**config.mk**
```make
export PLATFORM = sky130hd
export DESIGN_NAME = dcr_i2c_target
export DESIGN_NICKNAME = d
export VERILOG_FILES = /design/src/rtl/dcr_pkg.sv /design/src/rtl/dcr_bus_sync.sv /design/src/rtl/dcr_regfile.sv /design/src/rtl/dcr_i2c_engine.sv /design/src/rtl/dcr_i2c_target.sv
export SDC_FILE = /design/constraint.sdc
export NUM_CORES = 1
export LEC_CHECK = 0
export CAP_MARGIN = 10
export CORE_ASPECT_RATIO = 2
export CORE_MARGIN = 10
export CORE_UTILIZATION = 54
export CTS_BUF_LIST = sky130_fd_sc_hd__clkbuf_8
export DETAILED_ROUTE_END_ITERATION = 8
export PLACE_DENSITY = 0.68
export SYNTH_ARGS = -nofsm -noshare
export SYNTH_HDL_FRONTEND = slang
export SYNTH_SLANG_ARGS = --single-unit
```
**constraint.sdc**
```tcl
create_clock -name clk -period 3.7 [get_ports clk]
set_clock_uncertainty 0.1 [all_clocks]
set_input_delay 0.37 -clock clk [delete_from_list [all_inputs] [get_ports clk]]
set_output_delay 0.37 -clock clk [all_outputs]
set_load 0.05 [all_outputs]
```
**src/rtl/dcr_pkg.sv**
```systemverilog
package dcr_pkg;
  typedef enum logic [3:0] {
    S_IDLE,
    S_DEV,
    S_DEV_ACK,
    S_ADDR,
    S_ADDR_ACK,
    S_WDATA,
    S_WDATA_ACK,
    S_RDATA,
    S_RACK,
    S_IGNORE
  } tgt_state_t;

  localparam logic [4:0] SEL_PREFIX = 5'b01010;
  localparam logic [3:0] BYTE_BITS  = 4'd8;
endpackage

```
**src/rtl/dcr_bus_sync.sv**
```systemverilog
module dcr_bus_sync #(
  parameter int STAGES = 2
) (
  input  logic clk,
  input  logic rst_n,
  input  logic scl_i,
  input  logic sda_i,
  output logic scl_q,
  output logic sda_q,
  output logic scl_rise,
  output logic scl_fall,
  output logic start_det,
  output logic stop_det
);
  logic [STAGES-1:0] scl_pipe;
  logic [STAGES-1:0] sda_pipe;
  logic scl_d, sda_d;

  always_ff @(posedge clk or negedge rst_n) begin
    if (!rst_n) begin
      scl_pipe <= '1;
      sda_pipe <= '1;
      scl_d    <= 1'b1;
      sda_d    <= 1'b1;
    end else begin
      scl_pipe <= {scl_pipe[STAGES-2:0], scl_i};
      sda_pipe <= {sda_pipe[STAGES-2:0], sda_i};
      scl_d    <= scl_pipe[STAGES-1];
      sda_d    <= sda_pipe[STAGES-1];
    end
  end

  assign scl_q     = scl_pipe[STAGES-1];
  assign sda_q     = sda_pipe[STAGES-1];
  assign scl_rise  = scl_q & ~scl_d;
  assign scl_fall  = ~scl_q & scl_d;
  assign start_det = scl_q & scl_d & sda_d & ~sda_q;
  assign stop_det  = scl_q & scl_d & ~sda_d & sda_q;
endmodule

```
**src/rtl/dcr_regfile.sv**
```systemverilog
module dcr_regfile #(
  parameter int          NREGS         = 4,
  parameter logic [7:0]  STAT_ADDR     = 8'h08,
  parameter int          COMMIT_CYCLES = 5_000_000
) (
  input  logic       clk,
  input  logic       rst_n,
  input  logic       wr_en,
  input  logic [7:0] wr_addr,
  input  logic [7:0] wr_data,
  input  logic [7:0] rd_addr,
  output logic [7:0] rd_data,
  input  logic       commit_start,
  output logic       busy
);
  localparam int IDX_W = (NREGS > 1) ? $clog2(NREGS) : 1;
  localparam int CW    = $clog2(COMMIT_CYCLES + 1);

  logic [7:0]    regs [NREGS];
  logic [CW-1:0] commit_cnt;

  genvar g;
  generate
    for (g = 0; g < NREGS; g++) begin : g_reg
      always_ff @(posedge clk or negedge rst_n) begin
        if (!rst_n) regs[g] <= '0;
        else if (wr_en && wr_addr == 8'(g)) regs[g] <= wr_data;
      end
    end
  endgenerate

  always_comb begin
    if (rd_addr < 8'(NREGS))       rd_data = regs[rd_addr[IDX_W-1:0]];
    else if (rd_addr == STAT_ADDR) rd_data = {2'b00, busy, 5'b00000};
    else                           rd_data = 8'h00;
  end

  always_ff @(posedge clk or negedge rst_n) begin
    if (!rst_n)                commit_cnt <= '0;
    else if (commit_start)     commit_cnt <= CW'(COMMIT_CYCLES);
    else if (commit_cnt != '0) commit_cnt <= commit_cnt - CW'(1);
  end

  assign busy = (commit_cnt != '0);

  // Storage never changes while a commit is running.
  assert_no_write_busy_R9: assert property (@(posedge clk) disable iff (!rst_n)
    wr_en |-> !busy);
  // A commit is never restarted on top of a running one.
  assert_commit_idle_R4: assert property (@(posedge clk) disable iff (!rst_n)
    commit_start |-> !busy);
  // The flag only comes up right after a commit request.
  assert_busy_origin_R3: assert property (@(posedge clk) disable iff (!rst_n)
    $rose(busy) |-> $past(commit_start));
endmodule

```
**src/rtl/dcr_i2c_engine.sv**
```systemverilog
module dcr_i2c_engine
  import dcr_pkg::*;
(
  input  logic       clk,
  input  logic       rst_n,
  input  logic       scl_q,
  input  logic       sda_q,
  input  logic       scl_rise,
  input  logic       scl_fall,
  input  logic       start_det,
  input  logic       stop_det,
  input  logic [1:0] strap,
  input  logic       busy,
  input  logic [7:0] rd_data,
  output logic [7:0] rd_addr,
  output logic       wr_en,
  output logic [7:0] wr_addr,
  output logic [7:0] wr_data,
  output logic       commit_start,
  output logic       sda_oe
);
  tgt_state_t state;
  logic [3:0] bitcnt;
  logic [7:0] shreg, txreg, addr;
  logic       rw, mack, wr_pending;

  assign rd_addr = addr;
  assign wr_addr = addr;

  always_ff @(posedge clk or negedge rst_n) begin
    if (!rst_n) begin
      state        <= S_IDLE;
      bitcnt       <= '0;
      shreg        <= '0;
      txreg        <= '0;
      addr         <= '0;
      rw           <= 1'b0;
      mack         <= 1'b0;
      wr_pending   <= 1'b0;
      sda_oe       <= 1'b0;
      wr_en        <= 1'b0;
      wr_data      <= '0;
      commit_start <= 1'b0;
    end else begin
      wr_en        <= 1'b0;
      commit_start <= 1'b0;
      if (start_det) begin
        state  <= S_DEV;
        bitcnt <= '0;
        sda_oe <= 1'b0;
      end else if (stop_det) begin
        state  <= S_IDLE;
        bitcnt <= '0;
        sda_oe <= 1'b0;
        if (wr_pending) begin
          commit_start <= 1'b1;
          wr_pending   <= 1'b0;
        end
      end else if (scl_rise) begin
        case (state)
          S_DEV, S_ADDR, S_WDATA: begin
            shreg  <= {shreg[6:0], sda_q};
            bitcnt <= bitcnt + 4'd1;
          end
          S_RDATA: bitcnt <= bitcnt + 4'd1;
          S_RACK:  mack   <= ~sda_q;
          default: ;
        endcase
      end else if (scl_fall) begin
        case (state)
          S_DEV: if (bitcnt == BYTE_BITS) begin
            if (shreg[7:3] == SEL_PREFIX && shreg[2:1] == strap) begin
              rw     <= shreg[0];
              sda_oe <= 1'b1;
              state  <= S_DEV_ACK;
            end else begin
              state <= S_IGNORE;
            end
          end
          S_ADDR: if (bitcnt == BYTE_BITS) begin
            addr   <= shreg;
            sda_oe <= 1'b1;
            state  <= S_ADDR_ACK;
          end
          S_WDATA: if (bitcnt == BYTE_BITS) begin
            state <= S_WDATA_ACK;
            if (!busy) begin
              sda_oe     <= 1'b1;
              wr_en      <= 1'b1;
              wr_data    <= shreg;
              wr_pending <= 1'b1;
            end
          end
          S_DEV_ACK: begin
            bitcnt <= '0;
            if (rw) begin
              state  <= S_RDATA;
              txreg  <= rd_data;
              sda_oe <= ~rd_data[7];
            end else begin
              state  <= S_ADDR;
              sda_oe <= 1'b0;
            end
          end
          S_ADDR_ACK: begin
            bitcnt <= '0;
            sda_oe <= 1'b0;
            state  <= S_WDATA;
          end
          S_WDATA_ACK: begin
            sda_oe <= 1'b0;
            state  <= S_IGNORE;
          end
          S_RDATA: begin
            if (bitcnt == BYTE_BITS) begin
              sda_oe <= 1'b0;
              addr   <= addr + 8'd1;
              state  <= S_RACK;
            end else begin
              txreg  <= {txreg[6:0], 1'b0};
              sda_oe <= ~txreg[6];
            end
          end
          S_RACK: begin
            if (mack) begin
              state  <= S_RDATA;
              bitcnt <= '0;
              txreg  <= rd_data;
              sda_oe <= ~rd_data[7];
            end else begin
              state <= S_IGNORE;
            end
          end
          default: ;
        endcase
      end
    end
  end

  // The target only starts pulling SDA while SCL is low.
  assert_oe_scl_low_R6: assert property (@(posedge clk) disable iff (!rst_n)
    $rose(sda_oe) |-> !scl_q);
  // Idle or ignoring means hands off the data line.
  assert_quiet_release_R8: assert property (@(posedge clk) disable iff (!rst_n)
    (state == S_IDLE || state == S_IGNORE) |-> !sda_oe);
  // A START always restarts byte framing from bit zero.
  assert_start_reframe_R10: assert property (@(posedge clk) disable iff (!rst_n)
    start_det |=> (bitcnt == 4'd0 && state == S_DEV));
endmodule

```
**src/rtl/dcr_i2c_target.sv**
```systemverilog
module dcr_i2c_target #(
  parameter int         NREGS         = 4,
  parameter logic [7:0] STAT_ADDR     = 8'h08,
  parameter int         COMMIT_CYCLES = 5_000_000,
  parameter int         SYNC_STAGES   = 2
) (
  input  logic       clk,
  input  logic       rst_n,
  input  logic       scl_i,
  input  logic       sda_i,
  input  logic [1:0] strap_i,
  output logic       sda_oe_o
);
  logic       scl_q, sda_q, scl_rise, scl_fall, start_det, stop_det;
  logic [7:0] rd_addr, rd_data, wr_addr, wr_data;
  logic       wr_en, commit_start, busy;

  dcr_bus_sync #(.STAGES(SYNC_STAGES)) u_sync (
    .clk       (clk),
    .rst_n     (rst_n),
    .scl_i     (scl_i),
    .sda_i     (sda_i),
    .scl_q     (scl_q),
    .sda_q     (sda_q),
    .scl_rise  (scl_rise),
    .scl_fall  (scl_fall),
    .start_det (start_det),
    .stop_det  (stop_det)
  );

  dcr_i2c_engine u_engine (
    .clk          (clk),
    .rst_n        (rst_n),
    .scl_q        (scl_q),
    .sda_q        (sda_q),
    .scl_rise     (scl_rise),
    .scl_fall     (scl_fall),
    .start_det    (start_det),
    .stop_det     (stop_det),
    .strap        (strap_i),
    .busy         (busy),
    .rd_data      (rd_data),
    .rd_addr      (rd_addr),
    .wr_en        (wr_en),
    .wr_addr      (wr_addr),
    .wr_data      (wr_data),
    .commit_start (commit_start),
    .sda_oe       (sda_oe_o)
  );

  dcr_regfile #(
    .NREGS         (NREGS),
    .STAT_ADDR     (STAT_ADDR),
    .COMMIT_CYCLES (COMMIT_CYCLES)
  ) u_regs (
    .clk          (clk),
    .rst_n        (rst_n),
    .wr_en        (wr_en),
    .wr_addr      (wr_addr),
    .wr_data      (wr_data),
    .rd_addr      (rd_addr),
    .rd_data      (rd_data),
    .commit_start (commit_start),
    .busy         (busy)
  );
endmodule

```
# Word-level counts from Yosys, hierarchy flattened

Cells that the tools add are included.

Bitwise gates (word level): 18
Muxes and demuxes: 60
Add/sub/neg operators: 3
Eq/ne operators: 32
Magnitude comparators: 2
Reductions and logical operators: 32

Operator list:

| cell                    | number |
|---|---|
| $mux W4                 | 16 |
| $mux W23                | 2 |
| $mux W8                 | 5 |
| $pmux W4 S8             | 1 |
| $reduce_and A7 Y1       | 4 |
| $mux W1                 | 26 |
| $ne A4 B3 Y1 const B    | 6 |
| $reduce_bool A23 Y1     | 1 |
| $sub A23 B1 Y23 const B | 1 |
| $mux W7                 | 3 |
| $pmux W7 S3             | 1 |
| $bmux W8 S2             | 1 |
| $eq A4 B3 Y1 const B    | 4 |
| $eq A8 B2 Y1 const B    | 2 |
| $pmux W8 S2             | 1 |
| $reduce_and A4 Y1       | 3 |
| $ne A2 B1 Y1 const B    | 5 |
| $not A1 Y1              | 10 |
| $reduce_bool A10 Y1     | 1 |
| $reduce_bool A2 Y1      | 5 |
| $reduce_and A9 Y1       | 1 |
| $reduce_bool A9 Y1      | 1 |
| $add A8 B1 Y8 const B   | 1 |
| $eq A4 B2 Y1 const B    | 2 |
| 30 further kinds        | 44 |

Flip-flop bits (word level): 106
Output and inout bits: 1

# Depth between registers and ports, before layout

Word-level depth: 12
Gate-level depth with buffers: 10
Depth with buffers taken out: 7

# Modules after synthesis

Synthesis repeated with hierarchy kept, for this count alone.

Cell total of the unflattened synthesis: 485
Area total of the unflattened synthesis: 5381.4 um^2

Modules (own cells, without submodules):

| module         | area an instance (um^2) | times used | cells an instance |
|---|---|---|---|
| dcr_regfile    | 2696.3                  | 1          | 218 |
| dcr_i2c_engine | 2494.9                  | 1          | 257 |
| dcr_bus_sync   | 190.2                   | 1          | 10 |

# Least setup slack after synthesis

Ideal clock, no wire load.

Path kind: register to register
Start: register u_regs.commit_cnt[5]
End: register u_engine.wr_data[0]
Stages on the path, launching flop included: 8
Arrival time: 2487 ps
Buffers on the path: 2
Path slack: 988 ps
Data required time: 3475 ps
Period minus slack after synthesis: 2712 ps
Cell sequence: dfrtp_1 or4_4 or3_1 buf_2 or2_1 buf_6 nor3_4 mux2_2

Word-level cells in the longest chain between the ends: 3

RTL lines:

| item                        | RTL line             | RTL |
|---|---|---|
| from (decl)                 | dcr_regfile.sv:20    | `logic [CW-1:0] commit_cnt;` |
| from (signal assigned)      | dcr_regfile.sv:40    | `else if (commit_start) commit_cnt <= CW'(COMMIT_CYCLES);` |
| from (signal assigned)      | dcr_regfile.sv:41    | `else if (commit_cnt != '0) commit_cnt <= commit_cnt - CW'(1);` |
| $reduce_bool A23 Y1         | dcr_regfile.sv:44    | `assign busy = (commit_cnt != '0);` |
| $not A1 Y1 (no line)        | --                   |  |
| $reduce_and A7 Y1 (no line) | --                   |  |
| to (signal assigned)        | dcr_i2c_engine.sv:90 | `wr_data <= shreg;` |
| to (decl)                   | dcr_i2c_engine.sv:18 | `output logic [7:0] wr_data,` |

No other way between the ends.
A chain may end at the register's enable or synchronous reset.

# Worst setup path after layout

Start: register u_regs.commit_cnt[5]
End: register u_engine.wr_data[1]

Same word-level chain as after synthesis.

==> results by stage <==
Global route:
- The leftover overflow at the end of global routing is 0.
- The via count of the first global-routing pass is 3848.
- Global routing consumed, over all layers together, 15.9% of the routing resources.
- Entering global routing, the biggest net connects 47 pins.
- The number of antenna violations at the first check in global routing was 0.
- The first-pass GRT wire length is 18800 µm.

Hold path:
- Counting instances, the worst hold path has a depth of 0.
- The hold path startpoint is u_sync.sda_pipe[0]$_DFF_PN1_.
- In this run the worst hold path is classified as reg2reg.

Synthesis:
- Yosys instantiated no cell more often than dfrtp_1.
- The primary flip-flop cell chosen by synthesis mapping is dfrtp_1.
- Sorting the synthesized cells by how often they occur yields dfrtp_1 (100), mux2_2 (49), nor2_1 (32), nand2_1 (25).
- The mean instance size in the synthesized netlist is 11.0 µm².
- The total standard cell area after synthesis is 5340 µm².
- Ranked by total cell area, the synthesized netlist is headed by dfrtp_1 (47%), mux2_2 (10%), mux4_2 (3.4%).
- The biggest area contributor in the post-synthesis netlist is dfrtp_1.
- For this run, the register share of the synthesized area comes to 49.9%.
- The number of enable-type register cells in the synthesized netlist is 0.
- In the synthesized netlist the async set-or-reset flop fraction comes to 100%.
- The post-synthesis cell count is 484.
- When the netlist entered floorplanning its net count stood at 500.
- The synthesized netlist contains 61 unique library cells.
- The total of flip-flops plus latches after synthesis is 106.
- During synthesis, Yosys emitted a total of 0 warnings.
- After synthesis, the largest area contributor takes up 46.9% of total cell area.

Setup path:
- The arrival time at the worst endpoint is 3170 ps.
- By startpoint and endpoint, the worst setup path is classified as reg2reg.
- The signal on the critical path passes through or4_4, or3_1, buf_4, or2_1, nor3_4, mux2_2.
- The worst setup path is captured at a register.
- Tracing the worst setup path back leads to its startpoint at u_regs.commit_cnt[5]$_DFFE_PN0P_.
- The slowest library cell on the worst path is or4_4.
- The kind of start point of the critical path is a register.
- The startpoint of the worst-slack reg-to-reg timing path is u_regs.commit_cnt[5]$_DFFE_PN0P_.
- Data on the critical path is required at its endpoint by 3860 ps.
- The longest individual stage delay on the worst path is 550 ps.
- In this run the worst path has a maximum fanout of 16.
- The number of cells on the worst reg-to-reg path is 6.

Routing:
- The number of DRC violations after detailed routing is 0.
- The remaining antenna violation count is 0.
- Detailed routing inserted a total of 3719 vias.
- The pre-antenna-repair detailed-routing pass consisted of 4 iterations.
- After detailed routing, the number of vias per cell comes to 5.97.
- After detailed routing, the total wire length is 11100 µm.
- For this block, the initial DRC count from the detailed router was 170.
- After detailed routing, the average wire length per cell comes to 17.8 µm.

Status:
- The run finished with clean final reports.

Finish:
- The final design utilization is 59.1%.
- The final-stage net count is 502.
- Relative to the synthesized area, the layout overhead comes to 7.46%.
- The layout has 851 filler cells.
- In the final layout, the share of cells above drive strength 1 is 19.3%.
- The count of inserted antenna diode cells is 0.
- The area of combinational cells with multiple inputs is 2510 µm².
- In the final layout, flip-flops and latches occupy 2660 µm².
- The post-layout instance count excluding filler cells is 623.

Clocking:
- For the worst-skew pair, the clock arrives at the later sink with an insertion delay of 370 ps.
- The number of H-tree levels is 3.
- The number of buffers inserted during clock tree synthesis is 9.
- The clock tree from TritonCTS is yes.
- Counting every sink on the clock net gives 106.
- The maximum number of buffers from clock root to sink is 2.
- The tree is rooted in a clkbuf_8.
- The clock input transition at the sequential cells of the worst setup and hold paths is 100 ps.

Die:
- In this run the core area contains 51 standard-cell rows.
- The effective utilization at floorplan is 55.0%.
- From left edge to right edge, the die measures 90.3 µm.
- The total area inside the core boundary comes to 9700 µm².
- The area enclosed by the die boundary is 14500 µm².
- In this run the vertical extent of the chip is 161 µm.
- The I/O pin total is 7.

Timing:
- Setup total negative slack on the finished layout was measured at 0 ps.
- Setup repair after global routing left no endpoint under its margin.
- The number of setup violations in the final report is 0.
- The number of pins with negative max-slew slack in the final report came to 0.
- For the pin with the worst max-slew slack, the measured transition is 754 ps.
- The timing-limited maximum frequency is 332 MHz.
- The number of hold-slack violations in the final timing report was 0.
- The minimum clock period after layout is 3010 ps.
- Headroom to the max-slew limit came out at 49.3%.
- Dividing the final minimum period by the clock period gives 81.3%.

Placement:
- After detailed placement, the design holds a cell count of 606.
- The weighted congestion at the end of routability-driven global placement is 0.876.
- Port buffering added 6 buffers.
- The half-perimeter wire length after placement is 7870 µm.

Flow run:
- Max-cap violations in this run came to 0.
## per-stage QoR
step	hold WS, ps	worst slack [ps]	area, µm²
5_1_grt	270	561	5730
2_1_floorplan	-25.6	988	5340
3_5_place_dp	249	688	5530
6_report	263	692	5730
4_1_cts	264	678	5730
3_3_place_gp	247	741	5530
## registers in the layout, indices dropped and copies added (netlist names)
name	flops
u_engine.wr_data	8
u_engine.wr_en	1
u_regs.commit_cnt	23
u_engine.rw	1
u_regs.regs	32
u_engine.sda_oe	1
u_engine.shreg	8
u_sync.scl_pipe	2
u_sync.sda_d	1
u_engine.commit_start	1
u_sync.scl_d	1
u_engine.wr_pending	1
u_engine.txreg	7
u_engine.rd_addr	8
u_engine.bitcnt	4
u_engine.mack	1
u_sync.sda_pipe	2
u_engine.state	4
## layout by cell type (no fill, tap or decap), types with 5 or more instances in the layout
master / instances
o211ai_1: 8
nand2_1: 25
and3_1: 6
nor2b_1: 10
clkdlybuf4s50_1: 5
nand2b_1: 7
clkbuf_8: 9
xnor2_1: 7
or3_1: 5
nor4_1: 5
dfstp_2: 6
nor3_1: 9
xor2_1: 11
dfrtp_1: 100
inv_1: 19
o21ai_0: 23
a21oi_1: 23
buf_4: 11
a22oi_1: 5
nor2_1: 32
nand3b_1: 5
mux4_2: 8
a31oi_1: 5
nand3_1: 15
mux2_2: 49
ha_1: 10
## worst max-delay path, delay by kind of cell, from the launching register on
| family | cells | cell delay [ps] |
|---|---|---|
| DFF | 1 | 410 |
| muxes | 1 | 400 |
| and+or+nand+nor | 4 | 1800 |
| buffers and inverters | 1 | 190 |
## logic make-up after synthesis
| group | Yosys count | share of synthesized area, % |
|---|---|---|
| adder cells (fa/ha/maj) | 10 | 2.35 |
| multiplexers | 59 | 14.1 |
| AO/OA/AOI/OAI | 99 | 12.1 |
| flip-flops | 106 | 49.9 |
| XOR/XNOR | 18 | 2.95 |
| AND/OR/NAND/NOR | 149 | 15.5 |
| buffers and inverters | 43 | 3.19 |
## path summary, 6_finish.rpt
| kind | to | slack [ps] |
|---|---|---|
| min in group asynchronous | u_engine.bitcnt[2]$_DFFE_PN0P_ | 430 |
| max | u_engine.wr_data[1]$_DFFE_PN0P_ | 690 |
| min | u_sync.sda_pipe[1]$_DFF_PN1_ | 260 |
| max in group asynchronous | u_sync.scl_pipe[1]$_DFF_PN1_ | 2170 |
| max reg2reg | u_engine.wr_data[1]$_DFFE_PN0P_ | 690 |
| min reg2reg | u_sync.sda_pipe[1]$_DFF_PN1_ | 260 |
## final cells by class
cell class	instances	area share [%]
Multi-Input combinational cell	335	43.8
Sequential cell	106	46.4
Timing Repair Buffer	17	2.49
Clock inverter	7	1.16
Inverter	17	1.11
Clock buffer	9	2.16
Tap cell	132	2.88
## metal layers
| layer | part of all wire (%) | vias to the layer above | GRT usage, % |
|---|---|---|---|
| li1 | - | 1772 | - |
| met1 | 39 | 1874 | 17.1 |
| met2 | 55 | 53 | 29.3 |
| met3 | 2.6 | 20 | 2.75 |
| met4 | 2.7 | 0 | 6.91 |
| met5 | 0 | - | 0 |
## timing repair
action,in CTS,in global routing
resized for setup,0,0
endpoints found under the hold margin,44,0
hold buffers,1,0
buffers inserted,0,0
Power is left out: the tool's default activity adds up to more than one toggle a clock period on the data nets, which glitch-free logic cannot reach.
